$ cat config.mk
export PLATFORM = sky130hd
export DESIGN_NAME = cookie_xlate
export DESIGN_NICKNAME = d
export VERILOG_FILES = /design/src/rtl/ct_pkg.sv /design/src/rtl/ct_cookie_split.sv /design/src/rtl/ct_page_base.sv /design/src/rtl/ct_slot_fetch.sv /design/src/rtl/cookie_xlate.sv
export SDC_FILE = /design/constraint.sdc
export NUM_CORES = 1
export LEC_CHECK = 0
export ABC_AREA = 1
export BUFFER_PORTS_ARGS = -buffer_cell sky130_fd_sc_hd__buf_2
export CORE_AREA = 2 2 127 129
export DETAILED_ROUTE_END_ITERATION = 6
export DIE_AREA = 0 0 129 131
export PLACE_DENSITY = 0.87
export SYNTH_ARGS = -nofsm -noshare
export SYNTH_HDL_FRONTEND = slang
export SYNTH_SLANG_ARGS = --single-unit
$ cat constraint.sdc
create_clock -name clk_i -period 4.4 [get_ports clk_i]
set_input_delay 0.22 -clock clk_i [delete_from_list [all_inputs] [get_ports clk_i]]
set_output_delay 0.22 -clock clk_i [all_outputs]
set_load 0.02 [all_outputs]
$ cat src/rtl/ct_pkg.sv
package ct_pkg;
    localparam int COOKIE_W  = 20;
    localparam int SLOT_W    = 9;   // slot offset inside a secondary page
    localparam int SLOT_LOG  = 3;   // 8-byte slots
    localparam int PT_DW     = 64;  // primary table word width
    localparam int ENTRY_W   = 32;  // compact primary entry width

    typedef enum logic [2:0] {
        ST_IDLE,
        ST_PT_REQ,
        ST_PT_WAIT,
        ST_HOST_REQ,
        ST_HOST_WAIT,
        ST_DONE
    } ct_state_e;
endpackage

$ cat src/rtl/ct_cookie_split.sv
module ct_cookie_split
    import ct_pkg::*;
#(
    parameter int PT_BYTES = 8192,
    localparam int PT_WORDS = PT_BYTES / 8,
    localparam int PT_AW    = $clog2(PT_WORDS),
    localparam int IDX_W    = COOKIE_W - SLOT_W
) (
    input  logic [COOKIE_W-1:0] cookie_i,
    input  logic                compact_i,
    output logic [PT_AW-1:0]    word_addr_o,
    output logic                half_sel_o,
    output logic [SLOT_W-1:0]   slot_o,
    output logic                range_err_o
);
    logic [IDX_W-1:0] idx;
    logic [IDX_W-1:0] word_full;

    always_comb begin
        idx         = cookie_i[COOKIE_W-1:SLOT_W];
        slot_o      = cookie_i[SLOT_W-1:0];
        half_sel_o  = idx[0];
        // compact layout: two entries per word, so the word index drops bit 0
        word_full   = compact_i ? (idx >> 1) : idx;
        range_err_o = (32'(word_full) >= PT_WORDS);
        word_addr_o = word_full[PT_AW-1:0];
    end
endmodule

$ cat src/rtl/ct_page_base.sv
module ct_page_base
    import ct_pkg::*;
#(
    parameter int ADDR_W      = 64,
    parameter int ALIGN_SHIFT = 12
) (
    input  logic [PT_DW-1:0]  word_i,
    input  logic              compact_i,
    input  logic              half_sel_i,
    output logic [ADDR_W-1:0] base_o
);
    logic [ENTRY_W-1:0] entry;
    logic [ADDR_W-1:0]  compact_base;
    logic [ADDR_W-1:0]  wide_base;

    always_comb begin
        entry        = half_sel_i ? word_i[PT_DW-1:ENTRY_W] : word_i[ENTRY_W-1:0];
        compact_base = ADDR_W'(entry) << ALIGN_SHIFT;
        wide_base    = ADDR_W'(word_i);
        base_o       = compact_i ? compact_base : wide_base;
    end
endmodule

$ cat src/rtl/ct_slot_fetch.sv
module ct_slot_fetch
    import ct_pkg::*;
#(
    parameter int ADDR_W    = 64,
    parameter bit NARROW_VA = 1'b0
) (
    input  logic [ADDR_W-1:0] base_i,
    input  logic [SLOT_W-1:0] slot_i,
    input  logic [63:0]       rd_data_i,
    output logic [ADDR_W-1:0] slot_addr_o,
    output logic [63:0]       va_o
);
    always_comb begin
        slot_addr_o = base_i + (ADDR_W'(slot_i) << SLOT_LOG);
    end

    generate
        if (NARROW_VA) begin : g_narrow
            always_comb va_o = {32'd0, rd_data_i[31:0]};
        end else begin : g_wide
            always_comb va_o = rd_data_i;
        end
    endgenerate
endmodule

$ cat src/rtl/cookie_xlate.sv
module cookie_xlate
    import ct_pkg::*;
#(
    parameter int PT_BYTES    = 8192,
    parameter int ALIGN_SHIFT = 12,
    parameter bit NARROW_VA   = 1'b0,
    localparam int ADDR_W     = 64,
    localparam int PT_AW      = $clog2(PT_BYTES / 8)
) (
    input  logic                clk_i,
    input  logic                rst_ni,
    input  logic                cookie_valid_i,
    output logic                cookie_ready_o,
    input  logic [COOKIE_W-1:0] cookie_i,
    input  logic                compact_mode_i,
    output logic                result_valid_o,
    input  logic                result_ready_i,
    output logic [ADDR_W-1:0]   result_addr_o,
    output logic                result_err_o,
    output logic                pt_req_valid_o,
    input  logic                pt_req_ready_i,
    output logic [PT_AW-1:0]    pt_req_addr_o,
    input  logic                pt_rsp_valid_i,
    input  logic [PT_DW-1:0]    pt_rsp_data_i,
    output logic                host_req_valid_o,
    input  logic                host_req_ready_i,
    output logic [ADDR_W-1:0]   host_req_addr_o,
    input  logic                host_rsp_valid_i,
    input  logic [63:0]         host_rsp_data_i
);
    typedef struct packed {
        ct_state_e         state;
        logic              compact;
        logic              half;
        logic [SLOT_W-1:0] slot;
        logic [PT_AW-1:0]  word;
        logic [ADDR_W-1:0] addr;   // host address, then result
        logic              err;
    } ct_regs_t;

    ct_regs_t r_d, r_q;

    logic [PT_AW-1:0]  dec_word;
    logic              dec_half;
    logic [SLOT_W-1:0] dec_slot;
    logic              dec_err;
    logic [ADDR_W-1:0] page_base;
    logic [ADDR_W-1:0] slot_addr;
    logic [63:0]       fetched_va;

    ct_cookie_split #(.PT_BYTES(PT_BYTES)) u_split (
        .cookie_i    (cookie_i),
        .compact_i   (compact_mode_i),
        .word_addr_o (dec_word),
        .half_sel_o  (dec_half),
        .slot_o      (dec_slot),
        .range_err_o (dec_err)
    );

    ct_page_base #(.ADDR_W(ADDR_W), .ALIGN_SHIFT(ALIGN_SHIFT)) u_base (
        .word_i     (pt_rsp_data_i),
        .compact_i  (r_q.compact),
        .half_sel_i (r_q.half),
        .base_o     (page_base)
    );

    ct_slot_fetch #(.ADDR_W(ADDR_W), .NARROW_VA(NARROW_VA)) u_fetch (
        .base_i      (page_base),
        .slot_i      (r_q.slot),
        .rd_data_i   (host_rsp_data_i),
        .slot_addr_o (slot_addr),
        .va_o        (fetched_va)
    );

    always_comb begin
        r_d = r_q;
        unique case (r_q.state)
            ST_IDLE: begin
                if (cookie_valid_i) begin
                    r_d.compact = compact_mode_i;
                    r_d.half    = dec_half;
                    r_d.slot    = dec_slot;
                    r_d.word    = dec_word;
                    r_d.addr    = '0;
                    r_d.err     = dec_err;
                    r_d.state   = dec_err ? ST_DONE : ST_PT_REQ;
                end
            end
            ST_PT_REQ: begin
                if (pt_req_ready_i) r_d.state = ST_PT_WAIT;
            end
            ST_PT_WAIT: begin
                if (pt_rsp_valid_i) begin
                    r_d.addr  = slot_addr;
                    r_d.state = ST_HOST_REQ;
                end
            end
            ST_HOST_REQ: begin
                if (host_req_ready_i) r_d.state = ST_HOST_WAIT;
            end
            ST_HOST_WAIT: begin
                if (host_rsp_valid_i) begin
                    r_d.addr  = fetched_va;
                    r_d.state = ST_DONE;
                end
            end
            ST_DONE: begin
                if (result_ready_i) r_d.state = ST_IDLE;
            end
            default: r_d.state = ST_IDLE;
        endcase
    end

    always_ff @(posedge clk_i) begin
        if (!rst_ni) begin
            r_q <= '{state: ST_IDLE, default: '0};
        end else begin
            r_q <= r_d;
        end
    end

    assign cookie_ready_o   = (r_q.state == ST_IDLE);
    assign result_valid_o   = (r_q.state == ST_DONE);
    assign result_addr_o    = r_q.addr;
    assign result_err_o     = r_q.err;
    assign pt_req_valid_o   = (r_q.state == ST_PT_REQ);
    assign pt_req_addr_o    = r_q.word;
    assign host_req_valid_o = (r_q.state == ST_HOST_REQ);
    assign host_req_addr_o  = r_q.addr;
endmodule

---- Word-level counts from Yosys, hierarchy flattened ----
Index checks and enable logic that the tools add are counted.
storage, ports and cells
  memories ................................ 0
  bits in latches ......................... 0
  output and inout port bits .............. 143
  flip-flop bits (word level) ............. 89
  RAM bits ................................ 0
  bits in read-only memories .............. 0
  input bits .............................. 157
  logic and storage cells ................. 39
operators by class
  div/mod/pow operators ................... 0
  bitwise gates (word level) .............. 0
  reductions and logical operators ........ 5
  magnitude comparators ................... 1
  add/sub/neg operators ................... 1
  equal/unequal tests ..................... 11
  multiply operators ...................... 0
  shifts and indexed selects .............. 0
  multiplexer cells ....................... 14
operators by type and width
  operator                count
  $mux W64                3
  $pmux W64 S3            1
  $mux W89                1
  $add A64 B12 Y64        1
  $mux W32                1
  $mux W3                 6
  $pmux W3 S6             1
  $ge A11 B11 Y1 const B  1
  $mux W11                1
  $eq A3 B2 Y1 const B    2
  $eq A3 B3 Y1 const B    2
  $ne A2 B1 Y1 const B    3
  $ne A2 B2 Y1 const B    3
  $reduce_and A6 Y1       1
  $reduce_and A4 Y1       1
  $eq A3 B1 Y1 const B    1
  $logic_not A3 Y1        1
  $reduce_bool A3 Y1      1
  $reduce_and A2 Y1       1

---- Longest topological paths before layout ----
  depth in word-level cells ............... 5
  depth in mapped cells ................... 21
  depth with buffers taken out ............ 18

---- Cells and area by module ----
From an unflattened synthesis, not the netlist that was laid out.
unflattened totals
  cells, all modules ...................... 1905
  area total of the unflattened synthesis .. 10521.3 um^2
by module, submodules not included
  module           cells each  sequential area each (um^2)  area each (um^2)  times used
  cookie_xlate     920         1781.7                       5699.2            1
  ct_slot_fetch    666         0.0                          3403.3            1
  ct_page_base     275         0.0                          1206.2            1
  ct_cookie_split  44          0.0                          212.7             1

---- Least setup slack after synthesis ----
OpenSTA, ideal clock, no wires.
  path kind ............................... register to register
  from .................................... register r_q[85] in the netlist's numbering
  to ...................................... register r_q, in the netlist host_req_addr_o[35]
  path slack .............................. 1.653 ns
  setup time .............................. 0.070 ns
  arrival ................................. 2.678 ns
  period minus slack after synthesis ...... 2.747 ns
  buffers on the path ..................... 4
  cell stages (with the launch flop) ...... 22
  required time ........................... 4.330 ns
  cell sequence ........................... dfxtp_1 > buf_6 > buf_6 > buf_6 > clkbuf_1 > nor2_1 > ha_1 > inv_1 > fa_1 > inv_1 > nand2_1 > nand3_1 > nand3_1 > nand2_1 > nand2_1 > nand2_2 > nand2_2 > nor2_2 > nand3_1 > nand2_1 > nand3_1 > a21oi_1
between the ends
  longest elaborated chain between the ends .. 4
RTL lines
  what                    RTL line             text
  from (decl)             cookie_xlate.sv:41   ct_regs_t r_d, r_q;
  from (signal assigned)  cookie_xlate.sv:118  r_q <= r_d;
  $mux W64                ct_page_base.sv:20   base_o = compact_i ? compact_base : wide_base;
  $add A64 B12 Y64        ct_slot_fetch.sv:14  slot_addr_o = base_i + (ADDR_W'(slot_i) << SLOT_LOG);
  $mux W64                cookie_xlate.sv:93   if (pt_rsp_valid_i) begin
  $pmux W64 S3            cookie_xlate.sv:77   unique case (r_q.state)
Every way passes these cells. The select of a mux whose other input is x is not followed.
A chain may end at the register's enable or synchronous reset.

---- Worst setup path in the final report ----
  from .................................... register r_q[85] in the netlist's numbering
  to ...................................... register r_q, in the netlist host_req_addr_o[22]
Same word-level chain as after synthesis.

==> qor.txt <==
Post-DP HPWL = 26200 microns
IR drop worst, VDD = 385 uV
CP max-delay cell = buf_4
Worst EP required = 4.62 ns
Mapped Area = 8550 sq um
Most frequent cell after synthesis = nand2_1
Failing checks = design-rule violations
Peak per-stage delay on the critical path = 0.60 ns
Number of synthesized flops with an enable pin = 0
Cell Pwr Density = 639 nW/um^2
Root Driver = clkbuf_16
Gate power share = 63.9%
DR iter-0 viols = 1434
Status = complete, but fails checks
Ys async rst share = 0%
FF+latch count, synth = 89
Slew HR = 24.7%
Post-layout minimum cycle time = 2.93 ns
Gp weighted congestion = 1.05
Die area = 16900 sq um
Cell taking the most area after synthesis = dfxtp_1
Crit path max-delay family = simple AND/OR/NAND/NOR gates
CP startpoint kind = flop
Post-CTS resize count = 0
Vias in the first global route = 8480
Hold_buf cts = 0
Global-route wire length before repair = 47000 microns
Final net count = 1760
Final antenna-violating net count = 0
Crit path cell chain = buf_4 > or2_2 > nand2_1 > nor2_1 > nand2_1 > nor2_2 > nand2_1 > o21ai_0 > a21oi_1
Ys flop type = dfxtp_1
Vias per std cell = 5.59
WL final = 32100 microns
Cell mode on critical path = nand2_1
Tightest Pin Transition = 1.12 ns
TritonRoute pass-1 iters = 7
Clk_skew = 0.0119 ns
Max-slew violations = 0
HP Class = in -> reg
Wire length per cell = 17.7 microns
Max frequency = 341 MHz
Internal power = 2.63 mW
Synth area leaders = dfxtp_1, nand2_1, buf_4
Clk network pwr share = 12.8%
Arr. time, crit path = 3.15 ns
Initial Utilization = 54.8%
Yosys warning count = 0
I/O Pins = 300
Hold Vio Cnt, Final = 0
GRT Overall Usage = 36.6%
RSZ-0062 raised after global routing = false
Largest net degree at the start of global routing = 83
Clk_lat worst skew = 0.36 ns
Reg power frac = 23.3%
Postcts setup bufs = 0
CTS Buf Count = 9
Net Sw Power = 3.32 mW
Syn nets = 1637
Top cells by count, synth = nand2_1, nor2_1, a21oi_1
Synth unique cells = 40
Die H = 131 microns
Sw Share = 55.8%
Initial antenna violation count = 0
Synth Instances = 1470
Num rows = 46
Critical path class = reg -> reg
Setup TNS = 0 ns
Final setup fails = 0
DIE WIDTH = 129 microns
Max-cap violation count = 0
Crit end category = flop
Buffer depth of the longest clock path = 2
Fin Hold WS = 0.101 ns
Final Cycle Share = 66.7%
Ant. Diodes = 0
Post-synth top area share = 20.8%
CTS tree = done
Vias = 10100
Core area = 15600 sq um
Area growth from synthesis to layout = 8.83%
WP buf/inv = 1
Register area share after synthesis = 20.8%
DRC = 9
Layout cell share with drive strength beyond 1 = 25.1%
GRT Residual Overflow = 0
Static leakage = 4.71 nW
Critical Path Fanout Max = 82
I/O Buffers = 299
Syn avg cell area = 5.82 sq um
Clock slew at reported path FFs = 0.07 ns
Clock sinks = 89
H-tree levels = 3
## metal layers
layer	wire, microns	track usage, %	up-vias
met3	3930	6.03	56
li1	-	-	4880
met4	638	9.08	0
met5	0	0	-
met1	14300	56.5	4544
met2	13300	52.5	656
## cell families (layout without fill, tap and decap cells)
kind of cell | Yosys count | after routing | share of synthesized area (%)
buffers and inverters | 307 | 435 | 20.9
adder cells (fa/ha/maj) | 10 | 10 | 1.55
AO/OA/AOI/OAI | 266 | 266 | 16.3
AND/OR/NAND/NOR | 798 | 798 | 40.4
flip-flops | 89 | 89 | 20.8
## flip-flops by register name, indices dropped and copies added, names as in the netlist
name             cells
host_req_addr_o     64
r_q                 14
pt_req_addr_o       10
result_err_o         1
## tightest hold or removal path, delay by kind of cell
kind	cells	cell delay (ns)
buffers and inverters	1	0.09
AND/OR/NAND/NOR	1	0.05
AO/OA/AOI/OAI	1	0.05
## area by class of cell
type	instances	area, sq um
Multi-Input combinational cell	1074	4980
Timing Repair Buffer	308	1560
Clock inverter	6	50.0
Clock buffer	10	239
Sequential cell	89	1780
Inverter	111	422
Fill cell	1595	6290
Tap cell	216	270
## layout by cell type (no fill, tap or decap), drive strengths merged, types with 2 or more instances in the layout
master	instances
nand2	416
buf	308
nor2	171
a21oi	150
nand3	141
inv	113
o21ai	92
dfxtp	89
or2	36
nand4	14
clkbuf	10
a22oi	9
ha	9
a31oi	8
nor3	7
nand3b	6
nor4	4
clkinv	3
o21bai	2
o211ai	2
a211oi	2
## final timing paths
check	from	endpoint	slack (ns)	cells after the start
worst max-delay path	r_q[85]	host_req_addr_o[22]	1.47	9
worst min-delay path	cookie_i[3]	r_q[78]	0.10	3
worst max register to register	r_q[85]	host_req_addr_o[22]	1.47	9
worst min register to register	result_err_o	result_err_o	0.48	2
## power by group through the flow
stage                     logic, mW  registers (mW)  clock network, mW
after CTS                      3.72            1.38              0.774
after detailed placement       3.72            1.39                  0
final                          3.80            1.39              0.765
after global placement         3.69            1.39                  0
after floorplan                3.34            1.30                  0
after global routing           4.14            1.42              0.807
## stage by stage
| stage | cells | utilization (%) | total power, mW | area [sq um] | setup slack (ns) |
|---|---|---|---|---|---|
| 6_report | 1814 | 59.7 | 5.95 | 9310 | 1.47 |
| 5_1_grt | 1814 | 59.7 | 6.37 | 9310 | 1.24 |
| 4_1_cts | 1814 | 59.7 | 5.87 | 9310 | 1.57 |
| 3_5_place_dp | 1798 | 57.8 | 5.11 | 9020 | 1.59 |
| 3_3_place_gp | 1798 | 57.8 | 5.08 | 9020 | 1.60 |
| 2_1_floorplan | 1470 | - | 4.64 | 8550 | 1.65 |
Note: power is estimated with default switching activity, not from simulation.
